File: config.mk
export PLATFORM = sky130hd
export DESIGN_NAME = rstseq_top
export DESIGN_NICKNAME = d
export VERILOG_FILES = /design/src/rtl/rstseq_pkg.sv /design/src/rtl/rstseq_satcnt.sv /design/src/rtl/rstseq_rise.sv /design/src/rtl/rstseq_ctrl.sv /design/src/rtl/rstseq_top.sv
export SDC_FILE = /design/constraint.sdc
export NUM_CORES = 1
export LEC_CHECK = 0
export BUFFER_PORTS_ARGS = -buffer_cell sky130_fd_sc_hd__buf_2
export CAP_MARGIN = 20
export CORE_ASPECT_RATIO = 1.75
export CORE_UTILIZATION = 53
export DETAILED_ROUTE_END_ITERATION = 10
export PLACE_DENSITY = 0.88
export SYNTH_ARGS = -nofsm -noshare
export SYNTH_HDL_FRONTEND = slang
export SYNTH_SLANG_ARGS = --single-unit
File: constraint.sdc
create_clock -name clk -period 2.9 [get_ports clk]
set_input_delay 0.58 -clock clk [delete_from_list [all_inputs] [get_ports clk]]
set_output_delay 0.58 -clock clk [all_outputs]
set_load 0.05 [all_outputs]
File: src/rtl/rstseq_pkg.sv
package rstseq_pkg;
   typedef enum logic [1:0] {
      ST_RUN    = 2'd0,
      ST_HOLD   = 2'd1,
      ST_EXTRST = 2'd2,
      ST_XWAKE  = 2'd3
   } seq_state_t;

   // cause bits: {no_timeout, awake, not_power_on, not_brown_out}
   localparam logic [3:0] CAUSE_PWRON   = 4'b1100;
   localparam logic [3:0] CAUSE_BROWN   = 4'b1110;
   localparam logic [3:0] CAUSE_EXT_RUN = 4'b1111;
   localparam logic [3:0] CAUSE_EXT_SLP = 4'b1011;
   localparam logic [3:0] CAUSE_WDT_RUN = 4'b0111;
   localparam logic [3:0] CAUSE_WDT_SLP = 4'b0011;

   // modes 00 and 01 drive a crystal and need the start-up count on wake
   function automatic logic crystal_mode(input logic [1:0] mode);
      return ~mode[1];
   endfunction
endpackage

File: src/rtl/rstseq_satcnt.sv
module rstseq_satcnt #(
   parameter int unsigned LIMIT = 4
) (
   input  logic clk,
   input  logic clr,
   input  logic inc,
   output logic done
);
   localparam int unsigned CW = (LIMIT < 2) ? 1 : $clog2(LIMIT + 1);

   generate
      if (LIMIT == 1) begin : g_flag
         logic hit_q;
         always_ff @(posedge clk) begin
            if (clr)      hit_q <= 1'b0;
            else if (inc) hit_q <= 1'b1;
         end
         assign done = hit_q;
      end else begin : g_count
         logic [CW-1:0] cnt_q;
         always_ff @(posedge clk) begin
            if (clr)               cnt_q <= '0;
            else if (inc && !done) cnt_q <= cnt_q + 1'b1;
         end
         assign done = (cnt_q == CW'(LIMIT));
      end
   endgenerate
endmodule

File: src/rtl/rstseq_rise.sv
module rstseq_rise #(
   parameter int unsigned SYNC_STAGES = 0
) (
   input  logic clk,
   input  logic sig_in,
   output logic rise
);
   logic sig_s;
   logic prev_q;

   generate
      if (SYNC_STAGES == 0) begin : g_direct
         assign sig_s = sig_in;
      end else begin : g_sync
         logic [SYNC_STAGES-1:0] chain_q;
         always_ff @(posedge clk) begin
            chain_q <= {chain_q[SYNC_STAGES-2+1-1:0], sig_in} >> 0;
         end
         assign sig_s = chain_q[SYNC_STAGES-1];
      end
   endgenerate

   always_ff @(posedge clk) prev_q <= sig_s;
   assign rise = sig_s & ~prev_q;
endmodule

File: src/rtl/rstseq_ctrl.sv
module rstseq_ctrl
   import rstseq_pkg::*;
#(
   parameter int unsigned PC_W = 16
) (
   input  logic            clk,
   input  logic            por_req,
   input  logic            bor_req,
   input  logic            mclr_req,
   input  logic            wdt_timeout,
   input  logic            sleeping,
   input  logic            wake_irq,
   input  logic            gie_disable,
   input  logic [1:0]      osc_mode,
   input  logic [PC_W-1:0] cur_pc,
   input  logic            pwrt_done,
   input  logic            ost_done,
   output logic            clr_all,
   output logic            clr_ost,
   output logic            pwrt_run,
   output logic            ost_run,
   output logic            core_rst,
   output logic            core_halt,
   output logic [3:0]      rst_cause,
   output logic            pc_load_en,
   output logic [PC_W-1:0] pc_load,
   output logic            take_irq
);
   seq_state_t      state_q, state_d;
   logic [3:0]      cause_q, cause_d;
   logic [PC_W-1:0] pc_q, pc_d;
   logic            ld_q, ld_d, irq_q, irq_d, pend_q, pend_d;
   logic            irq_wants;

   assign irq_wants = wake_irq & ~wdt_timeout & ~gie_disable;

   always_comb begin
      state_d = state_q;
      cause_d = cause_q;
      pc_d    = pc_q;
      pend_d  = pend_q;
      ld_d    = 1'b0;
      irq_d   = 1'b0;
      clr_all = 1'b0;
      clr_ost = 1'b0;
      if (por_req) begin
         state_d = ST_HOLD;
         cause_d = CAUSE_PWRON;
         pend_d  = 1'b0;
         clr_all = 1'b1;
      end else if (bor_req) begin
         state_d = ST_HOLD;
         cause_d = CAUSE_BROWN;
         pend_d  = 1'b0;
         clr_all = 1'b1;
      end else begin
         unique case (state_q)
            ST_RUN: begin
               if (mclr_req) begin
                  state_d = ST_EXTRST;
                  cause_d = sleeping ? CAUSE_EXT_SLP : CAUSE_EXT_RUN;
               end else if (wdt_timeout && !sleeping) begin
                  state_d = ST_EXTRST;
                  cause_d = CAUSE_WDT_RUN;
               end else if (sleeping && (wdt_timeout || wake_irq)) begin
                  if (wdt_timeout) cause_d = CAUSE_WDT_SLP;
                  pc_d = cur_pc + PC_W'(1);
                  if (crystal_mode(osc_mode)) begin
                     state_d = ST_XWAKE;
                     clr_ost = 1'b1;
                     pend_d  = irq_wants;
                  end else begin
                     ld_d  = 1'b1;
                     irq_d = irq_wants;
                  end
               end
            end
            ST_HOLD: begin
               if (pwrt_done && ost_done && !mclr_req) begin
                  state_d = ST_RUN;
                  ld_d    = 1'b1;
                  pc_d    = '0;
               end
            end
            ST_EXTRST: begin
               if (!mclr_req) begin
                  state_d = ST_RUN;
                  ld_d    = 1'b1;
                  pc_d    = '0;
               end
            end
            ST_XWAKE: begin
               if (mclr_req) begin
                  state_d = ST_EXTRST;
                  cause_d = CAUSE_EXT_SLP;
                  pend_d  = 1'b0;
               end else if (ost_done) begin
                  state_d = ST_RUN;
                  ld_d    = 1'b1;
                  irq_d   = pend_q;
                  pend_d  = 1'b0;
               end
            end
            default: state_d = ST_HOLD;
         endcase
      end
   end

   always_ff @(posedge clk) begin
      state_q <= state_d;
      cause_q <= cause_d;
      pc_q    <= pc_d;
      pend_q  <= pend_d;
      ld_q    <= ld_d;
      irq_q   <= irq_d;
   end

   assign pwrt_run   = (state_q == ST_HOLD);
   assign ost_run    = (state_q == ST_HOLD) || (state_q == ST_XWAKE);
   assign core_rst   = (state_q == ST_HOLD) || (state_q == ST_EXTRST);
   assign core_halt  = (state_q == ST_XWAKE);
   assign rst_cause  = cause_q;
   assign pc_load_en = ld_q;
   assign pc_load    = pc_q;
   assign take_irq   = irq_q;
endmodule

File: src/rtl/rstseq_top.sv
module rstseq_top #(
   parameter int unsigned PC_W        = 16,
   parameter int unsigned PWRT_TICKS  = 96,
   parameter int unsigned OST_EDGES   = 1024,
   parameter int unsigned OSC_SYNC    = 0
) (
   input  logic            clk,
   input  logic            por_req,
   input  logic            bor_req,
   input  logic            mclr_req,
   input  logic            wdt_timeout,
   input  logic            sleeping,
   input  logic            wake_irq,
   input  logic            gie_disable,
   input  logic [1:0]      osc_mode,
   input  logic            osc_in,
   input  logic            slow_tick,
   input  logic [PC_W-1:0] cur_pc,
   output logic            core_rst,
   output logic            core_halt,
   output logic [3:0]      rst_cause,
   output logic            pc_load_en,
   output logic [PC_W-1:0] pc_load,
   output logic            take_irq
);
   generate
      if (PC_W < 2)        $error("rstseq_top: PC_W must be at least 2");
      if (PWRT_TICKS < 1)  $error("rstseq_top: PWRT_TICKS must be at least 1");
      if (OST_EDGES < 1)   $error("rstseq_top: OST_EDGES must be at least 1");
      if (OSC_SYNC == 1)   $error("rstseq_top: OSC_SYNC must be 0 or at least 2");
   endgenerate

   logic osc_rise;
   logic pwrt_done, ost_done;
   logic clr_all, clr_ost, pwrt_run, ost_run;

   rstseq_rise #(.SYNC_STAGES(OSC_SYNC)) i_rise (
      .clk    (clk),
      .sig_in (osc_in),
      .rise   (osc_rise)
   );

   rstseq_satcnt #(.LIMIT(PWRT_TICKS)) i_pwrt (
      .clk  (clk),
      .clr  (clr_all),
      .inc  (pwrt_run & slow_tick),
      .done (pwrt_done)
   );

   rstseq_satcnt #(.LIMIT(OST_EDGES)) i_ost (
      .clk  (clk),
      .clr  (clr_all | clr_ost),
      .inc  (ost_run & osc_rise),
      .done (ost_done)
   );

   rstseq_ctrl #(.PC_W(PC_W)) i_ctrl (
      .clk         (clk),
      .por_req     (por_req),
      .bor_req     (bor_req),
      .mclr_req    (mclr_req),
      .wdt_timeout (wdt_timeout),
      .sleeping    (sleeping),
      .wake_irq    (wake_irq),
      .gie_disable (gie_disable),
      .osc_mode    (osc_mode),
      .cur_pc      (cur_pc),
      .pwrt_done   (pwrt_done),
      .ost_done    (ost_done),
      .clr_all     (clr_all),
      .clr_ost     (clr_ost),
      .pwrt_run    (pwrt_run),
      .ost_run     (ost_run),
      .core_rst    (core_rst),
      .core_halt   (core_halt),
      .rst_cause   (rst_cause),
      .pc_load_en  (pc_load_en),
      .pc_load     (pc_load),
      .take_irq    (take_irq)
   );
endmodule

==> results of run 1 <==
## worst max-delay path: cells and delay by family (launching register included)
family                     cells  cell delay, ns
buffers and inverters          2            0.50
DFF                            1            0.39
adders and majority gates      1            0.72
## cell type report
cell class	count	area [um2]
Fill cell	356	1480
Multi-Input combinational cell	181	1140
Sequential cell	44	1040
Timing Repair Buffer	51	258
Clock buffer	5	68.8
Tap cell	49	61.3
Inverter	11	41.3
Clock inverter	3	18.8
## kinds of logic (layout without fill, tap and decap cells)
kind of cell / Yosys count / after routing
DFF: 44 / 44
xor gates and xnor gates: 30 / 30
adders and majority gates: 10 / 10
buffers and inverters: 19 / 70
and+or+nand+nor: 114 / 114
AOI/OAI and AO/OA: 26 / 26
muxes: 1 / 1
## Yosys cell counts (all sizes together), types with 2 or more instances
| library cell | n |
|---|---|
| o22ai | 3 |
| edfxtp | 16 |
| and4b | 2 |
| xor2 | 19 |
| inv | 11 |
| nand2 | 6 |
| nor2b | 2 |
| or3 | 2 |
| nor4b | 2 |
| xnor2 | 11 |
| a21oi | 12 |
| o21ai | 5 |
| nand3 | 18 |
| nand4 | 8 |
| nand2b | 4 |
| nor4 | 4 |
| nor2 | 47 |
| ha | 10 |
| buf | 2 |
| dfxtp | 28 |
| nor3 | 5 |
| clkbuf | 6 |
| and3 | 6 |
## flip-flops by register name (all words and copies together) (netlist names)
name,flops
i_ctrl.rst_cause,4
i_ctrl.pend_q,1
i_pwrt.g_count.cnt_q,7
i_ctrl.take_irq,1
i_ctrl.pc_load,16
i_ost.g_count.cnt_q,11
i_rise.prev_q,1
i_ctrl.pc_load_en,1
i_ctrl.state_q,2
## where the power goes
| group | leakage [nW] | switching, W | internal [W] |
|---|---|---|---|
| Combinational | 0.615 | 0.0000475 | 0.0000325 |
| Sequential | 0.375 | 0.00000288 | 0.000637 |
| Clock | 0.0378 | 0.000215 | 0.000166 |
## metrics by stage
step           setup slack [ns]  instance area [um2]  std cells  utilization, %  total power [W]
2_1_floorplan             0.310                 2260        244               -         0.000696
3_3_place_gp              0.819                 2550        336            61.9         0.000731
3_5_place_dp              0.762                 2550        336            61.9         0.000734
4_1_cts                   0.416                 2630        344            64.1          0.00111
5_1_grt                   0.312                 2630        344            64.1          0.00115
6_report                  0.402                 2630        344            64.1          0.00110
## how the worst min path moves through the flow
stage | endpoint | slack, ns | cells past startpoint
final | i_rise.prev_q$_DFF_P_ | 0.39 | 1
after global routing | i_rise.prev_q$_DFF_P_ | 0.38 | 1
after CTS | i_rise.prev_q$_DFF_P_ | 0.39 | 1
after detailed placement | i_ctrl.rst_cause[0]$_SDFFE_PP0P_ | 0.44 | 2
after global placement | i_ctrl.rst_cause[0]$_SDFFE_PP0P_ | 0.43 | 2
after floorplan | i_ctrl.pend_q$_SDFFE_PP0P_ | 0.43 | 2
## routing by layer
metal	track usage [%]	vias up	part of all wire, %
li1	-	947	-
met1	24.0	926	38
met2	45.9	68	55
met3	5.33	9	6.1
met4	9.83	0	1.7
met5	0	-	0
==> run_results.csv, run 1 <==
group,metric,value,unit
timing,fin_hold_ws,0.392,ns
yosys,asyncSetResetFlopFracSynth,0,%
cts,cts_resized,0,
detailed_routing,avgViaCountPerCell,5.67,
worst_setup_path,cp_data_arrival_time,1.92,ns
yosys,synthDominantCellAreaShare,24.8,%
hold_path,timing.hold.worst.class,"input port to flop",
grt,gr-total-overflow,0,
yosys,yosys_register_bits,44,
timing,worstMarginPinSlew,0.683,ns
yosys,average_cell_area_after_synthesis,9.25,um2
timing,clock_tree_skew_after_final_layout,0.00304,ns
yosys,synth_flop_cell,"sky130_fd_sc_hd__dfxtp_1",
worst_setup_path,worst-r2r-setup-slack,0.72,ns
cells_and_area,drive_above_1_share,21.4,%
worst_setup_path,worstReg2RegStart,"i_ctrl.state_q[0]$_SDFFE_PP1P_",
timing,unrepaired_setup_endpoints_after_global_routing,"no",
cts,cts_tree,"done",
worst_setup_path,worst-setup-path-type,"flop to output pin",
worst_setup_path,setup.worst_path.end_class,"output pin",
floorplanning,top_level_ports,52,
cts,maximum_level_of_the_cts_h_tree,2,
floorplanning,die_area,4530,um2
yosys,synthCells,244,
power_and_ir_drop,vdd_drop_max,0.000393,V
yosys,synth.cell_area,2260,um2
detailed_routing,drt_iter0_drc,98,
yosys,synth.area.top_cells,"sky130_fd_sc_hd__dfxtp_1, sky130_fd_sc_hd__edfxtp_1, sky130_fd_sc_hd__nor2_1",
cts,cts-root-to-sink-buffers,2,
yosys,yosysWarningCount,0,
timing,setup_viol_count_final,0,
cts,clock-sinks,44,
power_and_ir_drop,static-leakage-power,1.03,nW
cells_and_area,final_common_cell,"sky130_fd_sc_hd__buf_2",
worst_setup_path,crit_chain,"inv_1 > ha_1 > buf_2",
placement,final_weighted_congestion_in_routability_driven_placement,0.787,
worst_setup_path,r2r-end,"i_ost.g_count.cnt_q[9]$_SDFFE_PP0P_",
yosys,synth_top_family_by_area,"simple AND/OR/NAND/NOR gates",
worst_setup_path,required_time_of_the_critical_path,2.32,ns
cells_and_area,insertedDiodeCount,0,
worst_setup_path,critical_path.endpoint,"core_rst",
yosys,muxShareOfSynthArea,0.443,%
grt,grt_start_max_net_pins,20,
worst_setup_path,worst-path-max-fanout,19,
cts,setup_buffers_after_cts,0,
floorplanning,placeableCoreArea,4110,um2
timing,finalCritPeriodShare,86.1,%
floorplanning,initial_utilization,54.9,%
cts,clock_edge_transition_at_the_registers_on_the_reported_setup_and_hold_paths,0.08,ns
cts,cts_root_buffer_type,"sky130_fd_sc_hd__clkbuf_8",
floorplanning,std_cell_rows,31,
timing,fmax,400,MHz
cts,tritoncts_buffers,5,
worst_setup_path,crit_path_top_delay_cell,"sky130_fd_sc_hd__ha_1",
grt,groute.usage.overall,23.9,%
timing,finalCriticalPeriod,2.50,ns
yosys,yosysSeqAreaShare,46.1,%
timing,slew-limit-headroom,54.0,%
hold_path,worst_hold_startpoint,"osc_in",
yosys,synth-edff-count,16,
detailed_routing,overall_routed_net_length,4910,um
cts,cts-hold-fix-buffers,0,
yosys,synthSimpleGateAreaFrac,25.8,%
yosys,synth-xor-area-share,11.6,%
yosys,synth_fp_nets,282,
timing,finalHoldViolCount,0,
cts,insertion_delay,0.30,ns
power_and_ir_drop,cellPowerDensity,418,nW/um2
outcome,result_of_the_run,"complete, no violations",
worst_setup_path,worst_setup_path_startpoint,"i_ctrl.state_q[0]$_SDFFE_PP1P_",
yosys,synth_adder_area_share,5.54,%
floorplanning,die_w,51.3,um
worst_setup_path,start_kind,"flop",
worst_setup_path,r2r.worst_path.cells,6,
detailed_routing,detail_route.drc_violations,0,
job,drv_cap,0,
cells_and_area,layout-area-overhead-vs-synth,16.7,%
detailed_routing,detail_route.first_pass.iterations,4,
floorplanning,die_height,88.3,um
yosys,yosys.area.top_type,"sky130_fd_sc_hd__dfxtp_1",
placement,placement.io_buffers,50,
worst_setup_path,crit_path_max_incr_delay,0.72,ns
grt,first_global_vias,1914,
detailed_routing,wire_per_inst,14.3,um
yosys,synthDistinctLibCells,41,
yosys,synth_compound_gate_area_share,7.04,%
placement,dp.final_hpwl,3700,um
grt,antenna_found_initial,0,
cells_and_area,layout_common_cells,"sky130_fd_sc_hd__buf_2, sky130_fd_sc_hd__nor2_1, sky130_fd_sc_hd__dfxtp_1",
timing,setup_tns,0,ns
detailed_routing,vias,1950,
timing,slew_viol_final,0,
detailed_routing,drt.antenna.violating_nets,0,
grt,grt_pass1_wl,8130,um
cells_and_area,nNetsFinal,332,
No activity file was read; power rests on OpenSTA's default activity.
==> run 2, diff against run 1 <==
--- a/config.mk
+++ b/config.mk
@@ -8,9 +8,10 @@
 export BUFFER_PORTS_ARGS = -buffer_cell sky130_fd_sc_hd__buf_2
 export CAP_MARGIN = 20
 export CORE_ASPECT_RATIO = 1.75
-export CORE_UTILIZATION = 53
+export CORE_UTILIZATION = 56
+export CTS_BUF_LIST = sky130_fd_sc_hd__clkbuf_2
 export DETAILED_ROUTE_END_ITERATION = 10
-export PLACE_DENSITY = 0.88
+export PLACE_DENSITY = 0.91
 export SYNTH_ARGS = -nofsm -noshare
 export SYNTH_HDL_FRONTEND = slang
 export SYNTH_SLANG_ARGS = --single-unit
==> run_results.csv, run 2 (synthesis gave the netlist of run 1 again) <==
group,metric,value,unit
outcome,result_of_the_run,"complete, no violations",
detailed_routing,avgViaCountPerCell,5.66,
grt,groute.usage.overall,24.0,%
floorplanning,initial_utilization,58.4,%
cts,setup_buffers_after_cts,0,
worst_setup_path,start_kind,"flop",
power_and_ir_drop,static-leakage-power,1.03,nW
timing,slew_viol_final,0,
cts,clock-sinks,44,
power_and_ir_drop,power.share.combinational,7.5,%
detailed_routing,drt_iter0_drc,49,
cts,cts_root_buffer_type,"sky130_fd_sc_hd__clkbuf_2",
placement,placement.io_buffers,50,
worst_setup_path,worstReg2RegStart,"i_ctrl.state_q[0]$_SDFFE_PP1P_",
power_and_ir_drop,vdd_drop_max,0.000259,V
cells_and_area,nNetsFinal,332,
placement,dp.final_hpwl,3690,um
detailed_routing,detail_route.first_pass.iterations,4,
detailed_routing,drt.antenna.violating_nets,0,
floorplanning,placeableCoreArea,3870,um2
cells_and_area,insertedDiodeCount,0,
cts,maximum_level_of_the_cts_h_tree,2,
timing,unrepaired_setup_endpoints_after_global_routing,"no",
detailed_routing,wire_per_inst,14.1,um
hold_path,worst_hold_startpoint,"osc_in",
timing,worstMarginPinSlew,0.627,ns
worst_setup_path,critical_path.endpoint,"core_rst",
cts,cts_tree,"done",
job,drv_cap,0,
cells_and_area,layout-area-overhead-vs-synth,15.6,%
grt,grt_pass1_wl,7800,um
power_and_ir_drop,power.share.switching,23.1,%
timing,finalCritPeriodShare,89.5,%
timing,slew-limit-headroom,58.2,%
grt,antenna_found_initial,0,
cells_and_area,largest_reg_flops,16,
cells_and_area,fillCellCount,324,
worst_setup_path,r2r-end,"i_ctrl.rst_cause[2]$_SDFFE_PP1P_",
power_and_ir_drop,internal_power,0.000820,W
cts,cts_resized,0,
timing,finalCriticalPeriod,2.60,ns
worst_setup_path,r2r.worst_path.cells,6,
cts,clock_edge_transition_at_the_registers_on_the_reported_setup_and_hold_paths,0.20,ns
placement,final_weighted_congestion_in_routability_driven_placement,0.837,
cts,cts-hold-fix-buffers,0,
power_and_ir_drop,power.sequential.fraction,60.2,%
grt,gr-total-overflow,0,
timing,fmax,385,MHz
cts,insertion_delay,0.42,ns
power_and_ir_drop,p_clk_share,32.2,%
timing,fin_hold_ws,0.269,ns
timing,setup_viol_count_final,0,
timing,finalHoldViolCount,0,
power_and_ir_drop,p_switching,0.000246,W
grt,grt_start_max_net_pins,20,
cts,tritoncts_buffers,5,
grt,first_global_vias,1891,
hold_path,timing.hold.worst.class,"input port to flop",
detailed_routing,detail_route.drc_violations,0,
worst_setup_path,worst-r2r-setup-slack,0.85,ns
worst_setup_path,required_time_of_the_critical_path,2.32,ns
detailed_routing,overall_routed_net_length,4830,um
cells_and_area,final_common_cell,"sky130_fd_sc_hd__buf_2",
timing,clock_tree_skew_after_final_layout,0.0279,ns
floorplanning,die_w,50.0,um
worst_setup_path,worst-path-max-fanout,19,
worst_setup_path,worst_setup_path_startpoint,"i_ctrl.state_q[0]$_SDFFE_PP1P_",
worst_setup_path,worst-setup-path-type,"flop to output pin",
power_and_ir_drop,cellPowerDensity,409,nW/um2
detailed_routing,vias,1943,
cts,cts-root-to-sink-buffers,2,
floorplanning,die_height,86.0,um
timing,setup_tns,0,ns
worst_setup_path,cp_data_arrival_time,2.02,ns
floorplanning,die_area,4300,um2
worst_setup_path,setup.worst_path.end_class,"output pin",
floorplanning,top_level_ports,52,
cells_and_area,layout_common_cells,"sky130_fd_sc_hd__buf_2, sky130_fd_sc_hd__nor2_1, sky130_fd_sc_hd__dfxtp_1",
floorplanning,std_cell_rows,30,
cells_and_area,drive_above_1_share,21.7,%
## run 2: through the flow
stage	power, W	setup WS (ns)	std cells	utilization (%)	cell area (um2)
floorplan	0.000696	0.310	244	-	2260
global placement	0.000730	0.810	335	65.8	2540
detailed placement	0.000734	0.768	335	65.8	2540
CTS	0.00107	0.281	343	67.5	2610
global route	0.00110	0.181	343	67.5	2610
finish	0.00107	0.303	343	67.5	2610
## run 2: worst min-delay path by stage
stage | end | slack (ns) | depth (start not counted)
after detailed placement | i_ctrl.pend_q$_SDFFE_PP0P_ | 0.45 | 2
after global routing | i_rise.prev_q$_DFF_P_ | 0.24 | 1
final | i_rise.prev_q$_DFF_P_ | 0.27 | 1
after global placement | i_ctrl.rst_cause[0]$_SDFFE_PP0P_ | 0.43 | 2
after CTS | i_rise.prev_q$_DFF_P_ | 0.25 | 1
after floorplan | i_ctrl.pend_q$_SDFFE_PP0P_ | 0.43 | 2
## run 2: area by class of cell
class                      instances  area, um2  share of cell area (%)
multi-input combinational        181       1140                    43.9
sequential                        44       1040                    39.9
timing repair buffer              51        258                    9.88
tap                               48       60.1                    2.30
inverter                          11       41.3                    1.58
clock inverter                     2       35.0                    1.34
clock buffer                       6       30.0                    1.15
## run 2: critical path, cell delays in order, from the launching register on
cell and delay [ns]:
sky130_fd_sc_hd__dfxtp_1 0.43, sky130_fd_sc_hd__inv_1 0.10, sky130_fd_sc_hd__ha_1 0.70, sky130_fd_sc_hd__buf_2 0.38
## run 2: power by group through the flow
| stage | Clock [W] | Combinational (W) | Sequential, W |
|---|---|---|---|
| 5_1_grt | 0.000373 | 0.0000879 | 0.000643 |
| 6_report | 0.000344 | 0.0000803 | 0.000642 |
| 3_5_place_dp | 0 | 0.0000794 | 0.000655 |
| 3_3_place_gp | 0 | 0.0000757 | 0.000654 |
| 2_1_floorplan | 0 | 0.0000381 | 0.000658 |
| 4_1_cts | 0.000350 | 0.0000797 | 0.000642 |
## run 2: per-layer routing
| metal | global-route usage, % | up-vias | wire (um) | part of all wire, % |
|---|---|---|---|---|
| met1 | 22.5 | 909 | 1720 | 36 |
| met4 | 13.0 | 0 | 104 | 2.2 |
| met5 | 0 | - | 0 | 0 |
| met3 | 6.38 | 8 | 264 | 5.5 |
| li1 | - | 954 | - | - |
| met2 | 45.2 | 72 | 2740 | 57 |
==> run 3, diff against run 2 <==
--- a/config.mk
+++ b/config.mk
@@ -5,10 +5,11 @@
 export SDC_FILE = /design/constraint.sdc
 export NUM_CORES = 1
 export LEC_CHECK = 0
+export ABC_AREA = 1
 export BUFFER_PORTS_ARGS = -buffer_cell sky130_fd_sc_hd__buf_2
 export CAP_MARGIN = 20
 export CORE_ASPECT_RATIO = 1.75
-export CORE_UTILIZATION = 56
+export CORE_UTILIZATION = 57
 export CTS_BUF_LIST = sky130_fd_sc_hd__clkbuf_2
 export DETAILED_ROUTE_END_ITERATION = 10
 export PLACE_DENSITY = 0.91
==> constraint.sdc (replaced) <==
create_clock -name clk -period 2.6 [get_ports clk]
set_input_delay 0.52 -clock clk [delete_from_list [all_inputs] [get_ports clk]]
set_output_delay 0.52 -clock clk [all_outputs]
set_load 0.05 [all_outputs]
==> run_results.csv, run 3 <==
group,metric,value,unit
timing,finalCriticalPeriod,2.15,ns
worst_setup_path,crit_path_max_incr_delay,0.42,ns
detailed_routing,drt.antenna.violating_nets,0,
timing,fmax,465,MHz
worst_setup_path,worst-path-buf-inv,2,
timing,slew_viol_final,0,
worst_setup_path,r2r.worst_path.cells,8,
cts,cts_resized,0,
cells_and_area,final_cell_count_no_fill,439,
placement,final_weighted_congestion_in_routability_driven_placement,0.885,
cts,clock_edge_transition_at_the_registers_on_the_reported_setup_and_hold_paths,0.22,ns
hold_path,whs_path_depth,1,
yosys,yosysWarningCount,0,
placement,placement.cell_area,2890,um2
yosys,yosys_register_bits,44,
cells_and_area,design_area,2930,um2
hold_path,worst_hold_startpoint,"osc_in",
worst_setup_path,start_kind,"flop",
floorplanning,die_w,52.9,um
timing,slew-limit-headroom,73.6,%
cts,clock-sinks,44,
yosys,synth.area.top_cells,"sky130_fd_sc_hd__dfxtp_1, sky130_fd_sc_hd__edfxtp_1, sky130_fd_sc_hd__nand2_1",
timing,setup_tns,0,ns
yosys,yosysSeqAreaShare,40.3,%
cells_and_area,largest_reg_flops,16,
detailed_routing,wire_per_inst,12.2,um
yosys,synthCells,332,
cells_and_area,insertedDiodeCount,0,
cells_and_area,drive_above_1_share,23.2,%
hold_path,timing.hold.worst.class,"input port to flop",
floorplanning,std_cell_rows,32,
grt,grt_pass1_wl,9150,um
grt,gr-total-overflow,0,
worst_setup_path,setup.worst_path.end_class,"output pin",
power_and_ir_drop,cellPowerDensity,379,nW/um2
timing,worstMarginPinSlew,0.393,ns
timing,finalCritPeriodShare,82.8,%
power_and_ir_drop,vdd_drop_max,0.000390,V
yosys,asyncSetResetFlopFracSynth,0,%
timing,clock_tree_skew_after_final_layout,0.0247,ns
detailed_routing,avgViaCountPerCell,5.36,
detailed_routing,drt_iter0_drc,47,
hold_path,whs_endpoint,"i_rise.prev_q$_DFF_P_",
detailed_routing,vias,2352,
cells_and_area,nNetsFinal,425,
cts,cts-hold-fix-buffers,0,
cells_and_area,layout_common_cells,"sky130_fd_sc_hd__nand2_1, sky130_fd_sc_hd__buf_2, sky130_fd_sc_hd__inv_1",
timing,fin_hold_ws,0.189,ns
floorplanning,top_level_ports,52,
floorplanning,initial_utilization,59.2,%
timing,finalHoldViolCount,0,
detailed_routing,detail_route.first_pass.iterations,4,
placement,placement.io_buffers,50,
cells_and_area,layout-area-overhead-vs-synth,13.4,%
grt,grt_start_max_net_pins,17,
cts,cts_root_buffer_type,"sky130_fd_sc_hd__clkbuf_2",
cells_and_area,final_common_cell,"sky130_fd_sc_hd__nand2_1",
cells_and_area,fillCellCount,360,
yosys,synth_flop_cell,"sky130_fd_sc_hd__dfxtp_1",
yosys,synth-edff-count,16,
cts,setup_buffers_after_cts,0,
worst_setup_path,cp_data_arrival_time,1.63,ns
outcome,result_of_the_run,"complete, no violations",
cts,insertion_delay,0.42,ns
worst_setup_path,worstReg2RegStart,"i_ost.g_count.cnt_q[0]$_SDFFE_PP0P_",
placement,place.detailed.instances,431,
timing,unrepaired_setup_endpoints_after_global_routing,"no",
yosys,synth_top_cells_by_count,"sky130_fd_sc_hd__nand2_1, sky130_fd_sc_hd__inv_1, sky130_fd_sc_hd__nor2_1, sky130_fd_sc_hd__dfxtp_1, sky130_fd_sc_hd__a21oi_1",
floorplanning,placeableCoreArea,4360,um2
worst_setup_path,required_time_of_the_critical_path,2.08,ns
placement,dp.final_hpwl,4280,um
floorplanning,die_area,4810,um2
grt,first_global_vias,2259,
detailed_routing,detail_route.drc_violations,0,
yosys,synthDistinctLibCells,39,
yosys,synth.cell_area,2580,um2
cts,cts_tree,"done",
grt,antenna_found_initial,0,
yosys,average_cell_area_after_synthesis,7.78,um2
worst_setup_path,worst-r2r-setup-slack,0.68,ns
detailed_routing,overall_routed_net_length,5340,um
worst_setup_path,crit_path_top_delay_cell,"sky130_fd_sc_hd__dfxtp_1",
yosys,yosys.area.top_type,"sky130_fd_sc_hd__dfxtp_1",
worst_setup_path,cp_top_family,"flip-flops",
floorplanning,die_height,91.0,um
worst_setup_path,worst-path-max-fanout,5,
cts,cts-root-to-sink-buffers,2,
worst_setup_path,worst-setup-path-type,"flop to output pin",
yosys,synthDominantCellAreaShare,21.7,%
yosys,synth_fp_nets,370,
timing,setup_viol_count_final,0,
job,drv_cap,0,
worst_setup_path,r2r-end,"i_ctrl.pc_load[11]$_SDFFCE_PN0P_",
cts,maximum_level_of_the_cts_h_tree,2,
grt,groute.usage.overall,24.9,%
power_and_ir_drop,static-leakage-power,1.24,nW
worst_setup_path,crit_chain,"inv_1 > ha_1 > buf_2",
cts,tritoncts_buffers,5,
yosys,synth_most_common_cell,"sky130_fd_sc_hd__nand2_1",
run 3: cell count changes after synthesis, sizes merged, moves of 5 or more:
cell	previous run	this run
inv	11	46
o21ai	5	15
nand2	6	69
a21oi	12	30
xor2	19	7
nand3	18	23
and3	6	1
clkbuf	6	1
xnor2	11	2
nor3	5	11
run 3: power by group:
group	internal [W]	switching (W)
logic	0.0000366	0.0000698
registers	0.000714	0.00000354
clock network	0.0000720	0.000215
total	0.000823	0.000288
run 3: metal layers:
metal  global-route usage, %  vias up  wire length (um)
met2                    46.3       72              3040
met5                       0        -                 0
li1                        -     1197                 -
met3                    5.03        8               256
met4                    9.65        0                96
met1                    25.5     1075              1940
run 3: worst max-delay path by stage:
stage / from / endpoint / slack (ns) / cells after the start
finish: i_ctrl.state_q[0]$_SDFFE_PP1P_ / core_rst / 0.45 / 3
global route: i_ctrl.state_q[0]$_SDFFE_PP1P_ / core_rst / 0.33 / 3
CTS: i_ctrl.state_q[0]$_SDFFE_PP1P_ / core_rst / 0.45 / 3
detailed placement: i_ost.g_count.cnt_q[0]$_SDFFE_PP0P_ / i_ctrl.pc_load[11]$_SDFFCE_PN0P_ / 0.71 / 8
global placement: i_ost.g_count.cnt_q[0]$_SDFFE_PP0P_ / i_ctrl.pc_load[12]$_SDFFCE_PN0P_ / 0.72 / 8
floorplan: i_ost.g_count.cnt_q[0]$_SDFFE_PP0P_ / i_ctrl.pc_load[0]$_SDFFCE_PN0P_ / 0.22 / 7
run 3: metrics by stage:
stage | setup slack (ns) | power (W) | util (%)
3_3_place_gp | 0.724 | 0.000833 | 66.2
4_1_cts | 0.448 | 0.00111 | 67.1
5_1_grt | 0.328 | 0.00115 | 67.1
3_5_place_dp | 0.711 | 0.000838 | 66.2
2_1_floorplan | 0.215 | 0.000796 | -
6_report | 0.447 | 0.00111 | 67.1
run 3: area by class of cell:
class / instances / area (um2) / area share (%)
Clock inverter: 1 / 3.75 / 0.128
Inverter: 46 / 173 / 5.90
Clock buffer: 7 / 35.0 / 1.20
Timing Repair Buffer: 53 / 273 / 9.32
Sequential cell: 44 / 1040 / 35.6
Multi-Input combinational cell: 237 / 1340 / 45.7
Tap cell: 51 / 63.8 / 2.18
run 3: cells by family after synthesis:
| logic type | synth area share, % |
|---|---|
| and+or+nand+nor | 31.7 |
| AOI/OAI and AO/OA | 11.9 |
| buffers and inverters | 8.19 |
| DFF | 40.3 |
| adders and majority gates | 4.84 |
| xor gates and xnor gates | 3.05 |
